### src/rtl/i2cms_pkg.sv
package i2cms_pkg;

  typedef struct packed {
    logic shiftIn;
    logic bitVal;
    logic loadPtr;
    logic writeByte;
    logic commit;
    logic swReset;
  } dpCmd_t;

  typedef enum logic [1:0] {ST_IDLE, ST_RX, ST_ACK, ST_HOLD} busState_t;

  typedef enum logic [2:0] {K_ADDR, K_PTR, K_DATA, K_KEY0, K_KEY1, K_NONE} byteKind_t;

  localparam logic [7:0] RST_KEY0 = 8'hA5;
  localparam logic [7:0] RST_KEY1 = 8'h5A;

  localparam int MODE_IDX      = 0;
  localparam int GROUP_IDX     = 4;
  localparam int NUM_SUB       = 3;
  localparam int EN_GROUP_BIT  = 3;
  localparam int STOP_MODE_BIT = 4;

  function automatic logic [7:0] regDefault(input int idx);
    case (idx)
      0:       return 8'h18;
      1:       return 8'hE2;
      2:       return 8'hE4;
      3:       return 8'hE8;
      4:       return 8'hE0;
      default: return 8'h00;
    endcase
  endfunction

endpackage

### src/rtl/i2cms_ctrl.sv
module i2cms_ctrl
  import i2cms_pkg::*;
(
  input  logic   clk,
  input  logic   rstN,
  input  logic   sclIn,
  input  logic   sdaIn,
  input  logic   addrHit,
  input  logic   genCall,
  input  logic   keyMatch0,
  input  logic   keyMatch1,
  output dpCmd_t cmd,
  output logic   sdaOe
);

  logic [2:0] sclSync, sdaSync;
  logic sclNow, sclOld, sdaNow, sdaOld;
  logic sclRise, sclFall, startSeen, stopSeen, byteDone;
  busState_t state;
  byteKind_t kind, kindAfter, nextKind;
  logic [3:0] bitCnt;
  logic ackNow, acked;

  always_ff @(posedge clk) begin
    if (!rstN) begin
      sclSync <= 3'b111;
      sdaSync <= 3'b111;
    end else begin
      sclSync <= {sclSync[1:0], sclIn};
      sdaSync <= {sdaSync[1:0], sdaIn};
    end
  end

  assign sclNow    = sclSync[1];
  assign sclOld    = sclSync[2];
  assign sdaNow    = sdaSync[1];
  assign sdaOld    = sdaSync[2];
  assign sclRise   = sclNow && !sclOld;
  assign sclFall   = !sclNow && sclOld;
  assign startSeen = sclNow && sclOld && sdaOld && !sdaNow;
  assign stopSeen  = sclNow && sclOld && !sdaOld && sdaNow;
  assign byteDone  = (state == ST_RX) && sclFall && (bitCnt == 4'd8);

  always_comb begin
    ackNow    = 1'b0;
    kindAfter = K_NONE;
    case (kind)
      K_ADDR: begin
        ackNow    = addrHit || genCall;
        kindAfter = genCall ? K_KEY0 : K_PTR;
      end
      K_PTR:  begin ackNow = 1'b1;      kindAfter = K_DATA; end
      K_DATA: begin ackNow = 1'b1;      kindAfter = K_DATA; end
      K_KEY0: begin ackNow = keyMatch0; kindAfter = K_KEY1; end
      K_KEY1: begin ackNow = keyMatch1; kindAfter = K_NONE; end
      default: begin ackNow = 1'b0;     kindAfter = K_NONE; end
    endcase
  end

  always_comb begin
    cmd           = '0;
    cmd.shiftIn   = (state == ST_RX) && sclRise && (bitCnt < 4'd8);
    cmd.bitVal    = sdaNow;
    cmd.commit    = stopSeen;
    cmd.loadPtr   = byteDone && (kind == K_PTR);
    cmd.writeByte = byteDone && (kind == K_DATA);
    cmd.swReset   = byteDone && (kind == K_KEY1) && keyMatch1;
  end

  always_ff @(posedge clk) begin
    if (!rstN) begin
      state    <= ST_IDLE;
      kind     <= K_ADDR;
      nextKind <= K_NONE;
      bitCnt   <= '0;
      sdaOe    <= 1'b0;
      acked    <= 1'b0;
    end else if (startSeen) begin
      state  <= ST_RX;
      kind   <= K_ADDR;
      bitCnt <= '0;
      sdaOe  <= 1'b0;
    end else if (stopSeen) begin
      state <= ST_IDLE;
      sdaOe <= 1'b0;
    end else begin
      case (state)
        ST_RX: begin
          if (cmd.shiftIn) bitCnt <= bitCnt + 4'd1;
          if (byteDone) begin
            state    <= ST_ACK;
            sdaOe    <= ackNow;
            acked    <= ackNow;
            nextKind <= kindAfter;
          end
        end
        ST_ACK: begin
          if (sclFall) begin
            sdaOe  <= 1'b0;
            bitCnt <= '0;
            kind   <= nextKind;
            state  <= acked ? ST_RX : ST_HOLD;
          end
        end
        default: ;
      endcase
    end
  end

endmodule

### src/rtl/i2cms_dpath.sv
module i2cms_dpath
  import i2cms_pkg::*;
#(
  parameter int NUM_REGS = 8
) (
  input  logic                  clk,
  input  logic                  rstN,
  input  dpCmd_t                cmd,
  input  logic [6:0]            hwAddr,
  output logic                  addrHit,
  output logic                  genCall,
  output logic                  keyMatch0,
  output logic                  keyMatch1,
  output logic [NUM_REGS*8-1:0] regValues,
  output logic [NUM_REGS-1:0]   regStrobe
);

  localparam int PTR_W = (NUM_REGS > 1) ? $clog2(NUM_REGS) : 1;

  logic [7:0]       shiftReg;
  logic [PTR_W-1:0] ptr;
  logic [7:0]       activeR [NUM_REGS];
  logic [7:0]       shadowR [NUM_REGS];
  logic [NUM_REGS-1:0] dirty;
  logic [6:0]       rxAddr;
  logic             reservedAddr, groupHit, stopMode;
  logic [NUM_SUB-1:0] subHit;

  always_ff @(posedge clk) begin
    if (!rstN) shiftReg <= '0;
    else if (cmd.shiftIn) shiftReg <= {shiftReg[6:0], cmd.bitVal};
  end

  assign rxAddr       = shiftReg[7:1];
  assign reservedAddr = (rxAddr[6:3] == 4'h0) || (rxAddr[6:3] == 4'hF);
  assign stopMode     = activeR[MODE_IDX][STOP_MODE_BIT];
  assign groupHit     = activeR[MODE_IDX][EN_GROUP_BIT] && (activeR[GROUP_IDX][7:1] == rxAddr);

  for (genvar k = 0; k < NUM_SUB; k++) begin : gSub
    assign subHit[k] = activeR[MODE_IDX][k] && (activeR[1+k][7:1] == rxAddr);
  end

  assign addrHit   = !shiftReg[0] && !reservedAddr &&
                     ((rxAddr == hwAddr) || groupHit || (|subHit));
  assign genCall   = (shiftReg == 8'h00);
  assign keyMatch0 = (shiftReg == RST_KEY0);
  assign keyMatch1 = (shiftReg == RST_KEY1);

  always_ff @(posedge clk) begin
    if (!rstN || cmd.swReset) ptr <= '0;
    else if (cmd.loadPtr) ptr <= PTR_W'(shiftReg % NUM_REGS);
    else if (cmd.writeByte) ptr <= (ptr == PTR_W'(NUM_REGS-1)) ? '0 : ptr + 1'b1;
  end

  for (genvar g = 0; g < NUM_REGS; g++) begin : gReg
    logic hitG;
    assign hitG = cmd.writeByte && (ptr == PTR_W'(g));

    always_ff @(posedge clk) begin
      if (!rstN) begin
        activeR[g]   <= regDefault(g);
        shadowR[g]   <= regDefault(g);
        dirty[g]     <= 1'b0;
        regStrobe[g] <= 1'b0;
      end else begin
        regStrobe[g] <= 1'b0;
        if (cmd.swReset) begin
          activeR[g]   <= regDefault(g);
          shadowR[g]   <= regDefault(g);
          dirty[g]     <= 1'b0;
          regStrobe[g] <= 1'b1;
        end else if (cmd.commit) begin
          if (dirty[g]) begin
            activeR[g]   <= shadowR[g];
            dirty[g]     <= 1'b0;
            regStrobe[g] <= 1'b1;
          end
        end else if (hitG) begin
          shadowR[g] <= shiftReg;
          if (stopMode) begin
            dirty[g] <= 1'b1;
          end else begin
            activeR[g]   <= shiftReg;
            regStrobe[g] <= 1'b1;
          end
        end
      end
    end

    assign regValues[g*8 +: 8] = activeR[g];
  end

endmodule

### src/rtl/i2c_multi_slave.sv
module i2c_multi_slave
  import i2cms_pkg::*;
#(
  parameter int NUM_REGS = 8
) (
  input  logic                  clk,
  input  logic                  rstN,
  input  logic                  sclIn,
  input  logic                  sdaIn,
  input  logic [6:0]            hwAddr,
  output logic                  sdaOe,
  output logic [NUM_REGS*8-1:0] regValues,
  output logic [NUM_REGS-1:0]   regStrobe
);

  dpCmd_t cmd;
  logic addrHit, genCall, keyMatch0, keyMatch1;

  i2cms_ctrl uCtrl (
    .clk(clk), .rstN(rstN), .sclIn(sclIn), .sdaIn(sdaIn),
    .addrHit(addrHit), .genCall(genCall),
    .keyMatch0(keyMatch0), .keyMatch1(keyMatch1),
    .cmd(cmd), .sdaOe(sdaOe)
  );

  i2cms_dpath #(.NUM_REGS(NUM_REGS)) uDpath (
    .clk(clk), .rstN(rstN), .cmd(cmd), .hwAddr(hwAddr),
    .addrHit(addrHit), .genCall(genCall),
    .keyMatch0(keyMatch0), .keyMatch1(keyMatch1),
    .regValues(regValues), .regStrobe(regStrobe)
  );

endmodule

### config.mk
export PLATFORM = sky130hd
export DESIGN_NAME = i2c_multi_slave
export DESIGN_NICKNAME = d
export VERILOG_FILES = /design/src/rtl/i2cms_pkg.sv /design/src/rtl/i2cms_ctrl.sv /design/src/rtl/i2cms_dpath.sv /design/src/rtl/i2c_multi_slave.sv
export SDC_FILE = /design/constraint.sdc
export NUM_CORES = 1
export LEC_CHECK = 0
export CAP_MARGIN = 20
export CORE_UTILIZATION = 52
export DETAILED_ROUTE_END_ITERATION = 10
export PLACE_DENSITY = 0.74
export REMOVE_ABC_BUFFERS = 1
export SYNTH_ARGS = -nofsm -noshare
export SYNTH_HDL_FRONTEND = slang
export SYNTH_SLANG_ARGS = --single-unit
### constraint.sdc
create_clock -name clk -period 3.11 [get_ports clk]
set_input_delay 0.311 -clock clk [delete_from_list [all_inputs] [get_ports clk]]
set_output_delay 0.311 -clock clk [all_outputs]
set_load 0.02 [all_outputs]
==> qor_table.md <==
| Quantity | Value | Unit |
| --- | --- | --- |
| Run status | finished, final reports clean | - |
| Synth area leader | sky130_fd_sc_hd__edfxtp_1 | - |
| Core box area | 14600 | µm² |
| Mean post-synth cell area | 11.9 | µm² |
| Sum of routed wire length over all layers | 18400 | µm |
| Count of different cell masters after synthesis | 53 | - |
| GRT Overall Usage | 24.2 | % |
| Final worst path period need | 2.72 | ns |
| Final setup violation count | 0 | - |
| Number of nets with antenna violations after detailed routing | 0 | - |
| Count of TritonRoute iterations in the first routing pass | 5 | - |
| Largest cells by area after synthesis | sky130_fd_sc_hd__edfxtp_1 49%, sky130_fd_sc_hd__dfxtp_1 12%, sky130_fd_sc_hd__a22o_1 5.1%, sky130_fd_sc_hd__and2_1 3.5%, sky130_fd_sc_hd__xnor2_1 3.1% | - |
| Number of hold-repair buffers added at the cts stage | 0 | - |
| Share of cells above drive strength 1 | 9.12 | % |
| Tightest Hold Check Type | register to register | - |
| Fraction of post-synthesis cell area in the top cell type by area | 49.4 | % |
| Detailed-placement wirelength estimate | 12100 | µm |
| Post-CTS Resized | 0 | - |
| Final #Nets | 755 | - |
| Synthesized netlist cell count | 657 | - |
| Met2 layer wire length in the routed design | 9400 | µm |
| Post-route met1 wirelength | 7600 | µm |
| Depth of the most critical reg-to-reg path | 9 | - |
| Pin count of the biggest net entering global routing | 31 | - |
| Slew headroom | 40.8 | % |
| Sum of overflow across all layers after global routing | 0 | - |
| Via count normalized by instance count | 5.97 | - |
| RR Endpoint | uDpath.activeR[0][24] | - |
| Routability congestion estimate from global placement | 0.827 | - |
| Initial antenna violation count | 0 | - |
| CTS tree | yes | - |
| Reg clk slew, reported paths | 0.06 | ns |
| Power Density | 519 | nW/µm² |
| Via count of the first global-routing pass | 5368 | - |
| Peak ir drop on the vdd network | 0.382 | mV |
| Remaining design rule violation count | 0 | - |
| Type of the setup path with the least slack | register to register | - |
| Start point of the critical path | uCtrl.state[1] | - |
| Met3 wirelength from detailed routing | 1200 | µm |
| Setup TNS | 0 | ns |
| Leakage Power | 0.00309 | µW |
| Critical path peak fanout | 12 | - |
| Layout area overhead | 20.2 | % |
| Flip-flop and latch count after synthesis | 175 | - |
| Vias after detailed routing | 5550 | - |
| Count of buffers inserted at the top-level ports | 83 | - |
| Internal reg-to-reg setup slack | 0.39 | ns |
| Critical Path RT | 3.23 | ns |
| Total design power | 4860 | µW |
| Endpoint arrival time on the critical path | 2.84 | ns |
| CP startpoint kind | register | - |
| Worst Hold Path Cells | 1 | - |
| Ys async rst share | 0 | % |
| Number of design-rule violations left by the first detailed-router iteration | 536 | - |
| Final Cycle Share | 87.5 | % |
| Top-Level Pins | 84 | - |
| Total die area | 15500 | µm² |
| Post-CTS Setup Repair Bufs | 0 | - |
| Max-slew violation total from the final report | 0 | - |
| Sink count of the clock tree | 175 | - |
| # Max-Cap Violations | 0 | - |
| First-pass GRT wire length | 28600 | µm |
| F_max | 368 | MHz |
| Antenna cells | 0 | - |
| Starting density of the core | 53.4 | % |
| Type of destination of the critical path | register | - |
| EDFF count, synth | 128 | - |
| RSZ-0062 raised after global routing | false | - |
| Clock latency on the worst-skew pair | 0.43 | ns |
| Number of cell rows | 44 | - |
| R2R Path Start | uCtrl.state[1] | - |
| Share of the yosys chip area belonging to registers | 61.4 | % |
| Worst min-delay path startpoint | uCtrl.sdaSync[0] | - |
| Routed len/inst | 19.8 | µm |
| Number of hold violations in the final report | 0 | - |
| End point of the worst hold path | uCtrl.sdaSync[1] | - |
| Clk root buf | sky130_fd_sc_hd__clkbuf_16 | - |
| Clock buffer count from CTS | 17 | - |
| Actual slew at the worst max-slew pin | 0.889 | ns |
| Prevailing post-synth register cell | sky130_fd_sc_hd__edfxtp_1 | - |
| Fin Clk Skew | 0.00952 | ns |
| Die W | 124 | µm |
| Yosys warning total | 0 | - |
| Uppermost routed layer | met4 | - |
| Cell area after technology mapping | 7790 | µm² |
| Number of levels in the clock H-tree | 4 | - |
| Overall die height | 124 | µm |
| Clock buffer depth | 2 | - |
metal layers:
metal  vias to the layer above  global-route usage, %
li1                       2559                      -
met1                      2751                   30.3
met2                       223                   41.7
met3                        17                   5.80
met4                         0                   6.38
met5                         -                      0
power by group:
part	total [µW]	internal, µW	switching (µW)
Sequential	2600	2570	35.0
Combinational	278	113	165
Clock	1980	1150	822
Total	4860	3840	1020
critical path, stage by stage, from the launching register on:
cell	delay, ns
sky130_fd_sc_hd__dfxtp_1	0.31
sky130_fd_sc_hd__inv_1	0.07
sky130_fd_sc_hd__ha_1	0.21
sky130_fd_sc_hd__nand4b_1	0.13
sky130_fd_sc_hd__nor3_1	0.37
sky130_fd_sc_hd__and2_1	0.46
sky130_fd_sc_hd__buf_4	0.24
sky130_fd_sc_hd__nand2_1	0.15
sky130_fd_sc_hd__o21ai_0	0.22
sky130_fd_sc_hd__or2_2	0.26
registers in the layout, summed over array words and instances (netlist names):
register	cells
uDpath.regStrobe	8
uCtrl.acked	1
uDpath.shadowR	64
uCtrl.nextKind	3
uCtrl.state	2
uDpath.shiftReg	8
uDpath.dirty	8
uDpath.activeR	64
uDpath.ptr	3
uCtrl.bitCnt	4
uCtrl.sclSync	3
uCtrl.sdaOe	1
uCtrl.sdaSync	3
uCtrl.kind	3
area by class of cell:
type                    count  area, µm²
fillers                  1085       5230
multi-input cells         428       2770
well taps                 184        230
repair buffers            102        986
clock inverters             7       63.8
flip-flops and latches    175       4780
clock buffers              24        482
inverters                  10       37.5
metrics by stage:
stage / setup slack (ns) / hold WS [ns] / util [%] / instances / area [µm²]
finish: 0.389 / 0.412 / 64.1 / 930 / 9360
global route: 0.174 / 0.431 / 64.1 / 930 / 9360
CTS: 0.407 / 0.419 / 64.1 / 930 / 9360
detailed placement: 0.435 / 0.401 / 60.4 / 899 / 8810
global placement: 0.507 / 0.394 / 60.4 / 899 / 8810
floorplan: 0.115 / 0.384 / - / 613 / 7600
layout by cell type (no fill, tap or decap), drive strengths merged, types with 6 or more instances in the layout:
master	count
or4	6
o22a	8
nand3	21
nor2	45
nand4	13
or3	8
inv	10
nor3	8
edfxtp	128
clkbuf	24
nor2b	8
clkdlybuf4s50	83
o21ai	18
ha	10
nand2	58
xor2	7
o21a	8
or2	17
o32a	9
nand2b	8
and2	44
xnor2	28
dfxtp	47
a22o	45
a21oi	24
buf	19
cells by family after synthesis:
family	Yosys count	synth area share (%)
xor+xnor	35	3.94
fa+ha+maj	10	1.61
simple gates	252	17.2
buf+inv	54	2.92
compound gates	128	12.5
mux	3	0.386
flops	175	61.4
Yosys cell counts (all sizes together) (3+ instances only):
cell,number
or3,8
dfxtp,47
buf,16
a22o,45
o21a,8
nand2b,8
o21ai,18
nand2,58
nand3,21
ha,10
o31a,3
clkbuf,28
nand4b,5
inv,10
a21oi,24
edfxtp,128
nor2,45
nand4,13
xnor2,28
and2,44
nor3,8
nor2b,8
o32a,9
or2,17
mux2i,3
o22a,8
xor2,7
or4,6
worst max-delay path by stage:
| stage | endpoint | cells past startpoint | slack, ns |
|---|---|---|---|
| global placement | uDpath.activeR[0][24] | 9 | 0.51 |
| detailed placement | uDpath.activeR[0][24] | 9 | 0.43 |
| global route | uDpath.activeR[0][29] | 9 | 0.17 |
| finish | uDpath.activeR[0][24] | 9 | 0.39 |
| floorplan | uDpath.activeR[1][16] | 5 | 0.11 |
| CTS | uDpath.activeR[0][24] | 9 | 0.41 |
No activity file was read; power rests on OpenSTA's default activity.
